File: src/rtl/btb_pkg.sv
package btb_pkg;

   function automatic int floor_lg2(input int n);
      int r;
      r = 0;
      for (int v = n; v > 1; v = v / 2) r++;
      return r;
   endfunction

   function automatic int tid_width(input int n);
      return (n > 1) ? $clog2(n) : 1;
   endfunction

   function automatic bit is_pow2(input int n);
      return (n > 0) && ((n & (n - 1)) == 0);
   endfunction

endpackage

File: src/rtl/btb_hash.sv
module btb_hash #(
   parameter int ADDR_W      = 32,
   parameter int ENTRIES     = 16,
   parameter int TAG_BITS    = 8,
   parameter int INST_SHIFT  = 2,
   parameter int NUM_THREADS = 4,
   localparam int IDX_W      = $clog2(ENTRIES),
   localparam int TID_W      = btb_pkg::tid_width(NUM_THREADS)
) (
   input  logic [ADDR_W-1:0]   pc,
   input  logic [TID_W-1:0]    tid,
   output logic [IDX_W-1:0]    idx,
   output logic [TAG_BITS-1:0] tag
);
   localparam int TAG_SHIFT = INST_SHIFT + IDX_W;
   localparam int THR_LG    = btb_pkg::floor_lg2(NUM_THREADS);
   localparam int MIX_SH    = IDX_W - THR_LG;

   logic [IDX_W-1:0] base_idx;

   assign base_idx = pc[INST_SHIFT +: IDX_W];
   assign tag      = pc[TAG_SHIFT +: TAG_BITS];

   generate
      if (NUM_THREADS > 1) begin : g_mix
         logic [IDX_W+TID_W-1:0] tid_sh;
         assign tid_sh = {{IDX_W{1'b0}}, tid} << MIX_SH;
         assign idx    = base_idx ^ tid_sh[IDX_W-1:0];
      end else begin : g_plain
         logic unused_tid;
         assign unused_tid = tid[0];
         assign idx        = base_idx;
      end
   endgenerate
endmodule

File: src/rtl/btb_array.sv
module btb_array #(
   parameter int ENTRIES     = 16,
   parameter int TAG_BITS    = 8,
   parameter int TARGET_W    = 32,
   parameter int NUM_THREADS = 4,
   localparam int IDX_W      = $clog2(ENTRIES),
   localparam int TID_W      = btb_pkg::tid_width(NUM_THREADS)
) (
   input  logic                clk,
   input  logic                rst_n,
   input  logic                flush,
   input  logic                we,
   input  logic [IDX_W-1:0]    w_idx,
   input  logic [TAG_BITS-1:0] w_tag,
   input  logic [TID_W-1:0]    w_tid,
   input  logic [TARGET_W-1:0] w_tgt,
   input  logic [IDX_W-1:0]    r_idx,
   output logic                r_valid,
   output logic [TAG_BITS-1:0] r_tag,
   output logic [TID_W-1:0]    r_tid,
   output logic [TARGET_W-1:0] r_tgt
);
   logic [ENTRIES-1:0]  valid_q;
   logic [TAG_BITS-1:0] tag_q [ENTRIES];
   logic [TID_W-1:0]    tid_q [ENTRIES];
   logic [TARGET_W-1:0] tgt_q [ENTRIES];

   always_ff @(posedge clk or negedge rst_n) begin
      if (!rst_n)
         valid_q <= '0;
      else if (flush)
         valid_q <= '0;
      else if (we)
         valid_q[w_idx] <= 1'b1;
   end

   always_ff @(posedge clk) begin
      if (we && !flush) begin
         tag_q[w_idx] <= w_tag;
         tid_q[w_idx] <= w_tid;
         tgt_q[w_idx] <= w_tgt;
      end
   end

   assign r_valid = valid_q[r_idx];
   assign r_tag   = tag_q[r_idx];
   assign r_tid   = tid_q[r_idx];
   assign r_tgt   = tgt_q[r_idx];

   // at most one slot can become valid per edge
   p_one_fill_r6: assert property (@(posedge clk) disable iff (!rst_n)
      $countones(valid_q) <= $past($countones(valid_q)) + 1);

   // a flush leaves no slot valid
   p_flush_empty_r7: assert property (@(posedge clk) disable iff (!rst_n)
      $past(flush) |-> (valid_q == '0));
endmodule

File: src/rtl/btb_core.sv
module btb_core #(
   parameter int ADDR_W      = 32,
   parameter int TARGET_W    = 32,
   parameter int ENTRIES     = 16,
   parameter int TAG_BITS    = 8,
   parameter int INST_SHIFT  = 2,
   parameter int NUM_THREADS = 4
) (
   input  logic                                           clk,
   input  logic                                           rst_n,
   input  logic                                           flush,
   input  logic [ADDR_W-1:0]                              lk_pc,
   input  logic [btb_pkg::tid_width(NUM_THREADS)-1:0]     lk_tid,
   output logic                                           lk_hit,
   output logic [TARGET_W-1:0]                            lk_target,
   input  logic                                           up_en,
   input  logic [ADDR_W-1:0]                              up_pc,
   input  logic [btb_pkg::tid_width(NUM_THREADS)-1:0]     up_tid,
   input  logic [TARGET_W-1:0]                            up_target
);
   localparam int IDX_W = $clog2(ENTRIES);
   localparam int TID_W = btb_pkg::tid_width(NUM_THREADS);

   // elaboration-time parameter checks
   generate
      if (!btb_pkg::is_pow2(ENTRIES) || ENTRIES < 2) begin : g_bad_entries
         $error("btb_core: ENTRIES must be a power of two, at least 2");
      end
      if (ENTRIES < NUM_THREADS || NUM_THREADS < 1) begin : g_bad_threads
         $error("btb_core: NUM_THREADS must be 1..ENTRIES");
      end
      if (INST_SHIFT + IDX_W + TAG_BITS > ADDR_W) begin : g_bad_tag
         $error("btb_core: tag field exceeds the address width");
      end
   endgenerate

   logic [IDX_W-1:0]    l_idx, u_idx;
   logic [TAG_BITS-1:0] l_tag, u_tag;
   logic                e_valid;
   logic [TAG_BITS-1:0] e_tag;
   logic [TID_W-1:0]    e_tid;
   logic [TARGET_W-1:0] e_tgt;

   btb_hash #(.ADDR_W(ADDR_W), .ENTRIES(ENTRIES), .TAG_BITS(TAG_BITS),
              .INST_SHIFT(INST_SHIFT), .NUM_THREADS(NUM_THREADS))
      u_lk_hash (.pc(lk_pc), .tid(lk_tid), .idx(l_idx), .tag(l_tag));

   btb_hash #(.ADDR_W(ADDR_W), .ENTRIES(ENTRIES), .TAG_BITS(TAG_BITS),
              .INST_SHIFT(INST_SHIFT), .NUM_THREADS(NUM_THREADS))
      u_up_hash (.pc(up_pc), .tid(up_tid), .idx(u_idx), .tag(u_tag));

   btb_array #(.ENTRIES(ENTRIES), .TAG_BITS(TAG_BITS), .TARGET_W(TARGET_W),
               .NUM_THREADS(NUM_THREADS))
      u_array (
         .clk(clk), .rst_n(rst_n), .flush(flush),
         .we(up_en), .w_idx(u_idx), .w_tag(u_tag), .w_tid(up_tid), .w_tgt(up_target),
         .r_idx(l_idx), .r_valid(e_valid), .r_tag(e_tag), .r_tid(e_tid), .r_tgt(e_tgt)
      );

   always_comb begin
      lk_hit    = e_valid && (e_tag == l_tag) && (e_tid == lk_tid);
      lk_target = lk_hit ? e_tgt : '0;
   end

   // a miss never shows a target
   p_miss_zero_r5: assert property (@(posedge clk) disable iff (!rst_n)
      !lk_hit |-> (lk_target == '0));

   // a written branch is found by the same address and thread next cycle
   p_update_hit_r6: assert property (@(posedge clk) disable iff (!rst_n)
      (up_en && !flush) |=>
         (((lk_pc == $past(up_pc)) && (lk_tid == $past(up_tid)))
          -> (lk_hit && (lk_target == $past(up_target)))));

   // nothing hits in the cycle after a flush
   p_flush_miss_r7: assert property (@(posedge clk) disable iff (!rst_n)
      flush |=> !lk_hit);
endmodule

File: config.mk
export PLATFORM = sky130hd
export DESIGN_NAME = btb_core
export DESIGN_NICKNAME = d
export VERILOG_FILES = /design/src/rtl/btb_pkg.sv /design/src/rtl/btb_hash.sv /design/src/rtl/btb_array.sv /design/src/rtl/btb_core.sv
export SDC_FILE = /design/constraint.sdc
export NUM_CORES = 1
export LEC_CHECK = 0
export BUFFER_PORTS_ARGS = -buffer_cell sky130_fd_sc_hd__buf_2
export CORE_UTILIZATION = 55
export DETAILED_ROUTE_END_ITERATION = 8
export PLACE_DENSITY = 0.73
export SLEW_MARGIN = 20
export SYNTH_ARGS = -nofsm -noshare
export SYNTH_HDL_FRONTEND = slang
export SYNTH_SLANG_ARGS = --single-unit
File: constraint.sdc
create_clock -name clk -period 5.1 [get_ports clk]
set_input_delay 0.765 -clock clk [delete_from_list [all_inputs] [get_ports clk]]
set_output_delay 0.765 -clock clk [all_outputs]
set_load 0.1 [all_outputs]
==> metrics.md <==
| Metric | Value |
|---|---|
| Overflow after GRT | `0` |
| Layout Nets | `1386` |
| Kind of critical path | `in -> out` |
| Syn Nets | `1236` |
| RSZ-0062 raised after global routing | `no` |
| Clock sink total | `688` |
| Worst-Margin Slew | `0.9538 ns` |
| Power Density | `389.1 mW/mm²` |
| Final-layout fill cell count | `2983` |
| Static leakage | `9.826 nW` |
| Die Width | `223.0 µm` |
| Longest Clk Path Bufs | `3` |
| Clk_lat worst skew | `0.59 ns` |
| Fin area | `0.03117 mm²` |
| Port Buf Inserts | `96` |
| DRC errors left | `0` |
| Skew final | `0 ns` |
| First-pass GRT wire length | `84680 µm` |
| Vias in the first global route | `13020` |
| Initial core utilization | `56.02%` |
| FP Rows | `80` |
| Sequential power share | `52.1%` |
| Worst Setup Slack, final | `0.5035 ns` |
| Via/cell ratio | `6.410` |
| Syn_area_per_cell | `23.73 µm²` |
| Crit start category | `input pin` |
| Peak VDD IR | `0.0002656 V` |
| Initial detailed-routing violation count | `1341` |
| IO Pins | `137` |
| Yosys warns | `0` |
| Initial antenna violation count | `4` |
| WL per Instance | `29.39 µm` |
| Max-cap violations | `0` |
| WL final | `57380 µm` |
| Cell internal pwr | `9.567 mW` |
| Headroom to the max-slew limit | `36.42%` |
| #FFs+latches synth | `688` |
| Worst-path fanout max | `33` |
| Postcts setup bufs | `0` |
| Worst endpoint required time | `4.34 ns` |
| CTS tree | `yes` |
| Reg2reg start | `u_array.valid_q[5]` |
| Place WS | `0.4858 ns` |
| Final Cycle Share | `90.13%` |
| Gr usage total | `23.91%` |
| Switching power | `2.561 mW` |
| Post-synth top area share | `75.14%` |
| Switching part of the total | `21.12%` |
| Worst setup EP type | `primary output` |
| Worst R2R Path Depth | `2` |
| Post-Syn Area | `0.02686 mm²` |
| Hpwl dp | `29840 µm` |
| Total vias in the final route | `12510` |
| Final slew viol count | `0` |
| Synth area leader | `edfxtp_1` |
| Final setup fails | `0` |
| Area Growth Syn to Fin | `16.06%` |
| RePlAce Congestion | `0.7390` |
| Top post-synthesis cells by area | `edfxtp_1 75%, mux4_2 17%, dfrtp_1 1.5%` |
| Share of cells above drive strength 1 | `37.38%` |
| CTS Buf Count | `68` |
| ANT nets after route | `0` |
| Clock share of power | `41.1%` |
| Die area | `0.04972 mm²` |
| Dpl cell area | `0.02894 mm²` |
| Fmax | `0.2176 GHz` |
| H-Tree Depth | `3` |
| Seq/Total Area, Yosys | `76.63%` |
| Status | `finished, final reports clean` |
| CP startpoint | `lk_tid[1]` |
| DRT Pass-1 Iters | `5` |
| Clock Pin Slew Worst Setup and Hold Paths | `0.06 ns` |
| Final core utilization | `65.01%` |
| CTS resizes | `0` |
| Fin. Hold Viols | `0` |
| Mapped Cells | `1132` |
| Height of the chip | `223.0 µm` |
| Core area | `0.04795 mm²` |
| Arr. time, crit path | `3.83 ns` |
| Hold Crit Class | `in -> async` |
| Clock root buffer master | `clkbuf_16` |
| Final min period | `4.596 ns` |
| Largest net degree at the start of global routing | `45` |
| Comb power frac | `6.8%` |
| Distinct cells, synth | `25` |
| # hold bufs at CTS | `0` |
## path summary, 6_finish.rpt
check	to	slack, ns
worst max-delay path	lk_target[5]	0.50
min in group clk	u_array.tag_q[13][3]	0.54
worst max register to register	u_array.valid_q[5]	4.42
worst min-delay path	u_array.valid_q[5]	0.07
worst min register to register	u_array.valid_q[12]	0.54
max in group asynchronous	u_array.valid_q[7]	4.76
## cell usage after synthesis, drive strengths merged
library cell    n
nor4           33
nand4           1
nand2b          1
xor2            3
nand2           7
or3b            1
o22ai          16
clkbuf         24
xnor2          13
edfxtp        672
or3             1
buf            42
nand3          33
inv            16
nor2           17
nand4b          1
mux2i          30
mux4          205
dfrtp          16
## flip-flops by register name, indices dropped and copies added (netlist names)
register	flops
u_array.tid_q	32
u_array.tgt_q	512
u_array.valid_q	16
u_array.tag_q	128
## final cells by class
type,instances,area [µm²],share of cell area (%)
Inverter,16,60.06,0.1927
Clock inverter,36,364.1,1.168
Antenna cell,2,5.005,0.01606
Tap cell,615,769.5,2.469
Clock buffer,87,1857,5.957
Sequential cell,688,20580,66.02
Timing Repair Buffer,146,1468,4.709
Multi-Input combinational cell,362,6067,19.46
## power by group through the flow
stage,logic (mW),registers [mW],clock network (mW)
floorplan,0.506,6.43,0
global placement,0.813,6.43,0
detailed placement,0.828,6.43,0
CTS,0.835,6.32,5.06
global route,0.877,6.32,5.26
finish,0.824,6.32,4.99
## cell usage in the layout (no fill, tap or decap), types with 2 or more instances in the layout
cell,n
nor4_2,31
clkinv_2,8
dfrtp_1,16
clkbuf_8,2
clkbuf_16,71
nor2_4,16
buf_4,42
inv_6,3
xnor2_4,3
clkbuf_1,14
buf_2,61
bufinv_16,7
nor4_1,2
buf_12,41
o22ai_1,16
clkinv_1,16
mux4_2,205
mux2i_1,30
nand2_1,6
diode_2,2
inv_1,16
nand3_1,32
xnor2_1,10
xor2_1,2
edfxtp_1,672
## per-layer routing
| layer | part of all wire [%] | GRT usage [%] |
|---|---|---|
| met4 | 1.8 | 6.630 |
| met3 | 6.9 | 4.412 |
| met2 | 50 | 38.67 |
| met1 | 41 | 33.95 |
| met5 | 0.040 | 0 |
## critical path, cell delays in order
cell     delay (ns)
buf_2          0.14
xor2_4         0.45
buf_4          0.30
buf_4          0.42
mux2i_1        0.29
mux2i_1        0.15
xnor2_1        0.19
nand3_2        0.10
buf_12         0.21
nor4_2         0.51
buf_12         0.25
## per-stage QoR
stage          total power [mW]  hold slack [ns]  instances  setup TNS, ns
6_report                  12.13          0.07320       1952              0
5_1_grt                   12.46          0.08284       1950              0
2_1_floorplan             6.938           0.4694       1132         -1.763
4_1_cts                   12.21          0.05964       1950              0
3_5_place_dp              7.263           0.5318       1827              0
3_3_place_gp              7.240           0.5262       1827              0
## kinds of logic (layout without fill, tap and decap cells)
kind of cell / after synthesis / in the layout / synth area share (%)
buffers and inverters: 82 / 285 / 1.481
XOR/XNOR: 16 / 16 / 0.6336
AO/OA/AOI/OAI: 16 / 16 / 0.3727
other: 0 / 2 / 0
AND/OR/NAND/NOR: 95 / 95 / 2.576
multiplexers: 235 / 235 / 18.31
flip-flops: 688 / 688 / 76.63
Note: power is estimated with default switching activity, not from simulation.
